==> src/rtl/phy_wr_pkg.sv <==
// Package: shared constants and types for the PHY register write sequencer.
// Assumes a byte-wide engine register file with six write targets.
package phy_wr_pkg;
    localparam int BYTE_W    = 8;
    localparam int DATA_W    = 2 * BYTE_W;
    localparam int SEL_W     = 3;
    localparam int NUM_LOADS = 6;

    // Engine write targets; the step index equals the select code, so the
    // order of this list is the order of the load sequence.
    localparam logic [SEL_W-1:0] SEL_DEV = 3'd0;
    localparam logic [SEL_W-1:0] SEL_CLR = 3'd1;
    localparam logic [SEL_W-1:0] SEL_REG = 3'd2;
    localparam logic [SEL_W-1:0] SEL_DHI = 3'd3;
    localparam logic [SEL_W-1:0] SEL_DLO = 3'd4;
    localparam logic [SEL_W-1:0] SEL_OP  = 3'd5;

    localparam logic [BYTE_W-1:0] CLR_FLAGS = 8'h03;
    localparam logic [BYTE_W-1:0] OP_WRITE  = 8'h10;

    typedef enum logic [1:0] {
        ST_IDLE = 2'd0,
        ST_LOAD = 2'd1,
        ST_WAIT = 2'd2
    } seq_state_e;
endpackage

==> src/rtl/phy_wr_load_mux.sv <==
// Load mux: maps the current load step to the engine register select and
// the byte written there. Purely combinational; assumes captured request
// fields are stable for the whole load phase.
module phy_wr_load_mux
    import phy_wr_pkg::*;
#(
    parameter int DEV_W = 7
) (
    input  logic [SEL_W-1:0]  step,
    input  logic [DEV_W-1:0]  dev_q,
    input  logic [BYTE_W-1:0] reg_q,
    input  logic [DATA_W-1:0] data_q,
    output logic [SEL_W-1:0]  sel,
    output logic [BYTE_W-1:0] wdata
);
    localparam int PAD_W = BYTE_W - DEV_W;

    // Select the byte for the current step.
    always_comb begin
        sel = step;
        case (step)
            SEL_DEV: wdata = {{PAD_W{1'b0}}, dev_q};
            SEL_CLR: wdata = CLR_FLAGS;
            SEL_REG: wdata = reg_q;
            SEL_DHI: wdata = data_q[DATA_W-1:BYTE_W];
            SEL_DLO: wdata = data_q[BYTE_W-1:0];
            SEL_OP:  wdata = OP_WRITE;
            default: wdata = '0;
        endcase
    end
endmodule

==> src/rtl/phy_wr_poll_timer.sv <==
// Poll timer: while run is high, produces a tick every POLL_CYCLES cycles
// and flags the tick that uses up the POLL_LIMIT budget. Counters return
// to zero whenever run is low, so each wait starts a fresh budget.
module phy_wr_poll_timer #(
    parameter int POLL_CYCLES = 1000,
    parameter int POLL_LIMIT  = 100
) (
    input  logic clk,
    input  logic rst_n,
    input  logic run,
    output logic tick,
    output logic last
);
    localparam int CNT_W = $clog2(POLL_CYCLES + 1);
    localparam int NUM_W = $clog2(POLL_LIMIT + 1);
    localparam logic [CNT_W-1:0] CNT_END = CNT_W'(POLL_CYCLES - 1);
    localparam logic [NUM_W-1:0] NUM_END = NUM_W'(POLL_LIMIT - 1);

    logic [CNT_W-1:0] cyc_cnt;
    logic [NUM_W-1:0] poll_num;

    // Interval counter and poll counter.
    always_ff @(posedge clk) begin
        if (!rst_n || !run) begin
            cyc_cnt  <= '0;
            poll_num <= '0;
        end else if (cyc_cnt == CNT_END) begin
            cyc_cnt  <= '0;
            poll_num <= poll_num + 1'b1;
        end else begin
            cyc_cnt <= cyc_cnt + 1'b1;
        end
    end

    assign tick = run && (cyc_cnt == CNT_END);
    assign last = tick && (poll_num == NUM_END);
endmodule

==> src/rtl/phy_wr_seq.sv <==
// PHY register write sequencer top. Accepts a host write request, loads
// the engine registers in a fixed order with a request/ack handshake,
// launches the write and polls completion/error status under a bounded
// budget. Assumes eng_done/eng_err are level flags cleared by the
// status-clear write and synchronous to clk.
module phy_wr_seq
    import phy_wr_pkg::*;
#(
    parameter int DEV_W       = 7,
    parameter int POLL_CYCLES = 1000,
    parameter int POLL_LIMIT  = 100
) (
    input  logic              clk,
    input  logic              rst_n,
    input  logic              start,
    input  logic [DEV_W-1:0]  dev_addr,
    input  logic [7:0]        reg_addr,
    input  logic [15:0]       wr_data,
    output logic              busy,
    output logic              done,
    output logic              err,
    output logic              timeout,
    output logic              eng_req,
    output logic [2:0]        eng_sel,
    output logic [7:0]        eng_wdata,
    input  logic              eng_ack,
    input  logic              eng_done,
    input  logic              eng_err
);
    localparam logic [SEL_W-1:0] LAST_STEP = SEL_W'(NUM_LOADS - 1);

    seq_state_e        state;
    logic [SEL_W-1:0]  step;
    logic [DEV_W-1:0]  dev_q;
    logic [BYTE_W-1:0] reg_q;
    logic [DATA_W-1:0] data_q;
    logic              poll_tick;
    logic              poll_last;

    phy_wr_load_mux #(.DEV_W(DEV_W)) u_mux (
        .step   (step),
        .dev_q  (dev_q),
        .reg_q  (reg_q),
        .data_q (data_q),
        .sel    (eng_sel),
        .wdata  (eng_wdata)
    );

    phy_wr_poll_timer #(
        .POLL_CYCLES (POLL_CYCLES),
        .POLL_LIMIT  (POLL_LIMIT)
    ) u_timer (
        .clk   (clk),
        .rst_n (rst_n),
        .run   (state == ST_WAIT),
        .tick  (poll_tick),
        .last  (poll_last)
    );

    // Sequencer: capture, load steps, poll wait and result flags.
    always_ff @(posedge clk) begin
        if (!rst_n) begin
            state   <= ST_IDLE;
            step    <= '0;
            dev_q   <= '0;
            reg_q   <= '0;
            data_q  <= '0;
            done    <= 1'b0;
            err     <= 1'b0;
            timeout <= 1'b0;
        end else begin
            case (state)
                ST_IDLE: begin
                    if (start) begin
                        dev_q   <= dev_addr;
                        reg_q   <= reg_addr;
                        data_q  <= wr_data;
                        step    <= '0;
                        done    <= 1'b0;
                        err     <= 1'b0;
                        timeout <= 1'b0;
                        state   <= ST_LOAD;
                    end
                end
                ST_LOAD: begin
                    if (eng_ack) begin
                        if (step == LAST_STEP) begin
                            state <= ST_WAIT;
                        end else begin
                            step <= step + 1'b1;
                        end
                    end
                end
                ST_WAIT: begin
                    if (poll_tick) begin
                        if (eng_err) begin
                            err   <= 1'b1;
                            state <= ST_IDLE;
                        end else if (eng_done) begin
                            done  <= 1'b1;
                            state <= ST_IDLE;
                        end else if (poll_last) begin
                            timeout <= 1'b1;
                            state   <= ST_IDLE;
                        end
                    end
                end
                default: state <= ST_IDLE;
            endcase
        end
    end

    assign busy    = (state != ST_IDLE);
    assign eng_req = (state == ST_LOAD);
endmodule

==> config.mk <==
export PLATFORM = sky130hd
export DESIGN_NAME = phy_wr_seq
export DESIGN_NICKNAME = d
export VERILOG_FILES = /design/src/rtl/phy_wr_pkg.sv /design/src/rtl/phy_wr_load_mux.sv /design/src/rtl/phy_wr_poll_timer.sv /design/src/rtl/phy_wr_seq.sv
export SDC_FILE = /design/constraint.sdc
export NUM_CORES = 1
export LEC_CHECK = 0
export BUFFER_PORTS_ARGS = -buffer_cell sky130_fd_sc_hd__buf_2
export CAP_MARGIN = 20
export CELL_PAD_IN_SITES_DETAIL_PLACEMENT = 1
export CELL_PAD_IN_SITES_GLOBAL_PLACEMENT = 1
export CORE_MARGIN = 2
export CORE_UTILIZATION = 36
export DETAILED_ROUTE_END_ITERATION = 6
export GPL_ROUTABILITY_DRIVEN = 0
export HOLD_SLACK_MARGIN = 0.05
export PLACE_DENSITY = 0.85
export SYNTH_ARGS = -nofsm -noshare
export SYNTH_HDL_FRONTEND = slang
export SYNTH_SLANG_ARGS = --single-unit
==> constraint.sdc <==
create_clock -name clk -period 1.55 [get_ports clk]
set_clock_uncertainty 0.2 [all_clocks]
set_input_delay 0.155 -clock clk [delete_from_list [all_inputs] [get_ports clk]]
set_output_delay 0.155 -clock clk [all_outputs]
set_load 0.02 [all_outputs]
# [After elaboration in Yosys (flattened, before gate mapping)]
# Index checks and enable logic that the tools add are counted.
[word_totals] register_bits=56 input_bits=37 word_cells=76
[classes] n_addsub=3 n_eq_ne=20 mux=26 reduce_logical=17
[ops] cell="case mux 8 bit (6 select lines)" n=1
[ops] cell="!= test 2 bit (second input constant)" n=8
[ops] cell="two-way mux 2 bit" n=7
[ops] cell="adder 10 x 1 -> 10 bit (second input constant)" n=1
[ops] cell="== test 10 bit (second input constant)" n=1
[ops] cell="two-way mux 1 bit" n=10
[ops] cell="AND reduction 5 bit" n=2
[ops] cell="two-way mux 3 bit" n=3
[ops] cell="AND reduction 4 bit" n=2
[ops] cell="adder 7 x 1 -> 7 bit (second input constant)" n=1
[ops] cell="== test 7 bit (second input constant)" n=1
[ops] cell="== test 3 x 2 -> 1 bit (second input constant)" n=2
[ops] cell="== test 3 bit (second input constant)" n=2
[ops] cell="case mux 1 bit (2 select lines)" n=3
[ops] cell="case mux 2 bit (3 select lines)" n=1
[ops] cell="case mux 3 bit (2 select lines)" n=1
[ops] cell="AND reduction 6 bit" n=1
[ops] cell="nonzero test 2 bit" n=3
[ops] cell="!= test 2 x 1 -> 1 bit (second input constant)" n=2
[ops] cell="!= test 4 bit (second input constant)" n=1
[ops] cell="adder 3 x 1 -> 3 bit (second input constant)" n=1
[ops] cell="== test 3 x 1 -> 1 bit (second input constant)" n=1
[ops] cell="zero test 3 bit" n=1
[ops] cell="== test 2 x 1 -> 1 bit (second input constant)" n=1
[ops] cell="7 further kinds" n=9

# [Depth between registers and ports, before layout]
[depth] ltp_word=8 ltp_mapped=7

# [Hierarchy]
# Synthesis repeated with hierarchy kept, for this count alone.
[unflattened] hier_cells=326 area_unflattened_um2=2742.6
[by_module_without_submodules] module="phy_wr_seq" instances=1 cells_per_inst=184 area_per_inst_um2=1571.5 seq_area_each_um2=780.7
[by_module_without_submodules] module="phy_wr_poll_timer" instances=1 cells_per_inst=98 area_per_inst_um2=832.0 seq_area_each_um2=340.3
[by_module_without_submodules] module="phy_wr_load_mux" instances=1 cells_per_inst=44 area_per_inst_um2=339.1 seq_area_each_um2=0.0

# [Worst setup path after synthesis]
# Ideal clock, no wire load.
[synth_path] path_kind="reg-to-output" start="register step[2]" end="output port eng_wdata[4]" t_arrival_ps=1730 path_slack_ps=-535 stages_incl_launch_ff=8 path_cell_list="dfxtp_1 -> buf_2 -> buf_2 -> inv_1 -> ha_1 -> clkbuf_1 -> a222oi_1 -> nand2_1"
[synth_between] elab_chain_cells=2 word_cells_on_any_way=7 classes_between="eq/ne (5); mux (1); reduce/logical (1)"
[synth_lines] item="from (decl)" line="phy_wr_seq.sv:33" rtl="logic [SEL_W-1:0] step;"
[synth_lines] item="from (signal assigned)" line="phy_wr_seq.sv:90" rtl="step <= step + 1'b1;"
[synth_lines] item="== test 3 bit, or another cell as far along" line="phy_wr_load_mux.sv:21" rtl="case (step)"
[synth_lines] item="case mux 8 bit (6 select lines) (*)" line="phy_wr_load_mux.sv:21"
[synth_lines] item="to (decl)" line="phy_wr_seq.sv:25" rtl="output logic [7:0] eng_wdata,"
# Every way passes the cells marked *; elsewhere a longest branch is shown, timed or not.

# [Worst setup path in the final report]
[layout_path] start="register step[1]" end="output port eng_wdata[6]"
# The elaborated chain is that of the path after synthesis.

==> results.toml <==
[outcome]
status = "finished with violations"
violations = "negative setup slack"

[clock_network]
cts_buffer_depth = 2
root_buffer = "clkbuf_8"
clock_sinks = 56
clkLatencyLatePin_ps = 340
clkTransAtPathRegs_ps = 120
tritoncts = "done"
cts.htree.levels = 2
cts_inserted_buffers = 5

[floorplanning]
start_util = 0.366
core-area_um2 = 7140
die-width_um = 89.1
pin_count = 53
dieArea_um2 = 7940
dieHeight_um = 89.1
num_rows = 31

[finish]
num-nets-final = 486
regArea_um2 = 1150
diodes = 0
fillers = 820
layout_commonest_cell = "nand2_1"
area_growth_pct = 61.2
multi_input_area_um2 = 1690
final_cell_mix = "nand2_1 (75), buf_2 (46), dfxtp_1 (41)"
final_cells = 542
drive_gt1_frac = 0.415

[timing]
tightest_slew_ps = 821
fin_crit_sh = 1.80
grt_setup_unrepaired = "true"
fin_crit_ps = 2790
max_freq_mhz = 359
final-hold-violation-count = 0
setup_ws_ps = -1240
setup_viol = 27
max_slew_margin = 0.452
slew_viol_final = 0

[power]
p_sw_uw = 964
p_int_uw = 2060
p_per_area_nw_per_um2 = 720
vdd_drop_max_mv = 0.510
seqPwrFrac = 0.512
comb_power_share = 0.181
swShare = 0.318
power_leakage_uw = 0.00182
power_frac_clock = 0.307

[grt]
overflow = 0
first_global_vias = 3072
grt_max_degree = 33
grt_usage = 0.271
grt_pass1_wl_mm = 16.2
antenna_found_initial = 0

[synth]
avgSynthCellArea_um2 = 8.31
syn-num-nets = 358
ys_seq_elements = 56
synth_edf_count = 0
yosysWarnings = 0
netlist_area_um2 = 2610
ys_seq_area_frac = 0.430
yosysUniqueCellTypes = 46
ys.flop_type = "dfxtp_1"
syn_inst = 314
async_reset_ff_frac = 0

[setup_path]
critical_path_class = "register to output port"
critPathArrivalTime_ps = 2430
startpoint_type = "register"
path_max_fanout = 6
cp-end-kind = "output port"
critPathRequiredTime_ps = 1190

[route]
vias = 3222
ant_nets = 0
drt_iter0_markers = 242
vias_per_cell = 5.94
routed_wl_mm = 14.6
first_pass_iters = 5
drc = 0
wire_per_inst_um = 26.9

[flow_run]
maxCapViolations = 0

[placed_design]
dpl.cell_count = 473
post-place-ws_ps = -222
portBuffers = 52
dp_hpwl_mm = 5.48

[hold_path]
hold_class = "register to register"
==> metrics by stage <==
step / util / power, uW / setup TNS [ps] / area [um^2] / hold slack (ps)
finish: 0.589 / 3030 / -6950 / 4210 / 314
global route: 0.589 / 3100 / -8720 / 4210 / 331
CTS: 0.532 / 2830 / -3440 / 3800 / 266
detailed placement: 0.442 / 1890 / -1870 / 3150 / 204
global placement: 0.442 / 1880 / -893 / 3150 / 198
floorplan: - / 1750 / -1250 / 2670 / 85.2
==> flip-flops by register name (all words and copies together), names as in the netlist <==
| name | flops |
|---|---|
| state | 2 |
| u_timer.cyc_cnt | 10 |
| timeout | 1 |
| u_timer.poll_num | 7 |
| reg_q | 8 |
| data_q | 16 |
| err | 1 |
| done | 1 |
| step | 3 |
| dev_q | 7 |
==> what timing repair did <==
item / 4_1_cts / 5_1_grt
pin swaps: 14 / 23
hold buffers: 36 / 0
gates resized for setup: 29 / 66
endpoints found under the hold margin: 38 / 0
endpoints found under the setup margin: 25 / 67
buffers inserted: 9 / 16
cloned: 0 / 1
==> cells in the mapped netlist, types with 5 or more instances <==
library cell | n | area share
buf_2 | 7 | 0.013
dfxtp_1 | 56 | 0.43
nor4_2 | 5 | 0.024
nand2_1 | 79 | 0.11
mux2_2 | 6 | 0.026
xnor2_1 | 5 | 0.017
ha_1 | 7 | 0.034
nor2_1 | 16 | 0.023
mux2i_1 | 5 | 0.019
inv_1 | 10 | 0.014
a21oi_1 | 36 | 0.069
clkbuf_1 | 6 | 0.0086
a222oi_1 | 5 | 0.019
nand3_1 | 16 | 0.031
==> final cells by class <==
class,count,area share
clock inverter,3,0.00595
clock buffer,5,0.0164
multi-input combinational,231,0.402
tap,99,0.0295
inverter,11,0.00982
sequential,56,0.273
timing repair buffer,137,0.263
==> worst paths after layout <==
check	startpoint	end	slack, ps	cells past startpoint
min	dev_q[2]	dev_q[2]	310	2
min reg2reg	dev_q[2]	dev_q[2]	310	2
max	step[1]	eng_wdata[6]	-1240	6
max reg2reg	step[1]	step[0]	-160	6
==> logic make-up (layout without fill, tap and decap cells) <==
family,after synthesis,in the layout,share of synthesized area
mux,11,11,0.0451
buf+inv,27,156,0.0465
fa+ha+maj,7,7,0.0336
compound gates,58,58,0.134
flops,56,56,0.430
xor+xnor,9,9,0.0302
simple gates,146,146,0.281
==> power by group through the flow <==
stage	registers (uW)	clock network, uW	logic (uW)
finish	1550	928	549
global route	1550	976	572
CTS	1530	878	423
detailed placement	1560	0	332
global placement	1560	0	318
floorplan	1550	0	197
==> critical path, cell delays in order, from the launching register on <==
cell	delay [ps]
dfxtp_4	440
inv_1	140
ha_4	230
buf_4	160
a222oi_1	720
inv_1	190
buf_2	220
==> routing by layer <==
metal / track usage / share of wire
met4: 0.117 / 0.075
met5: 0 / 0
met1: 0.294 / 0.35
met2: 0.508 / 0.49
met3: 0.0536 / 0.084
Power figures use the tool's default switching activity.
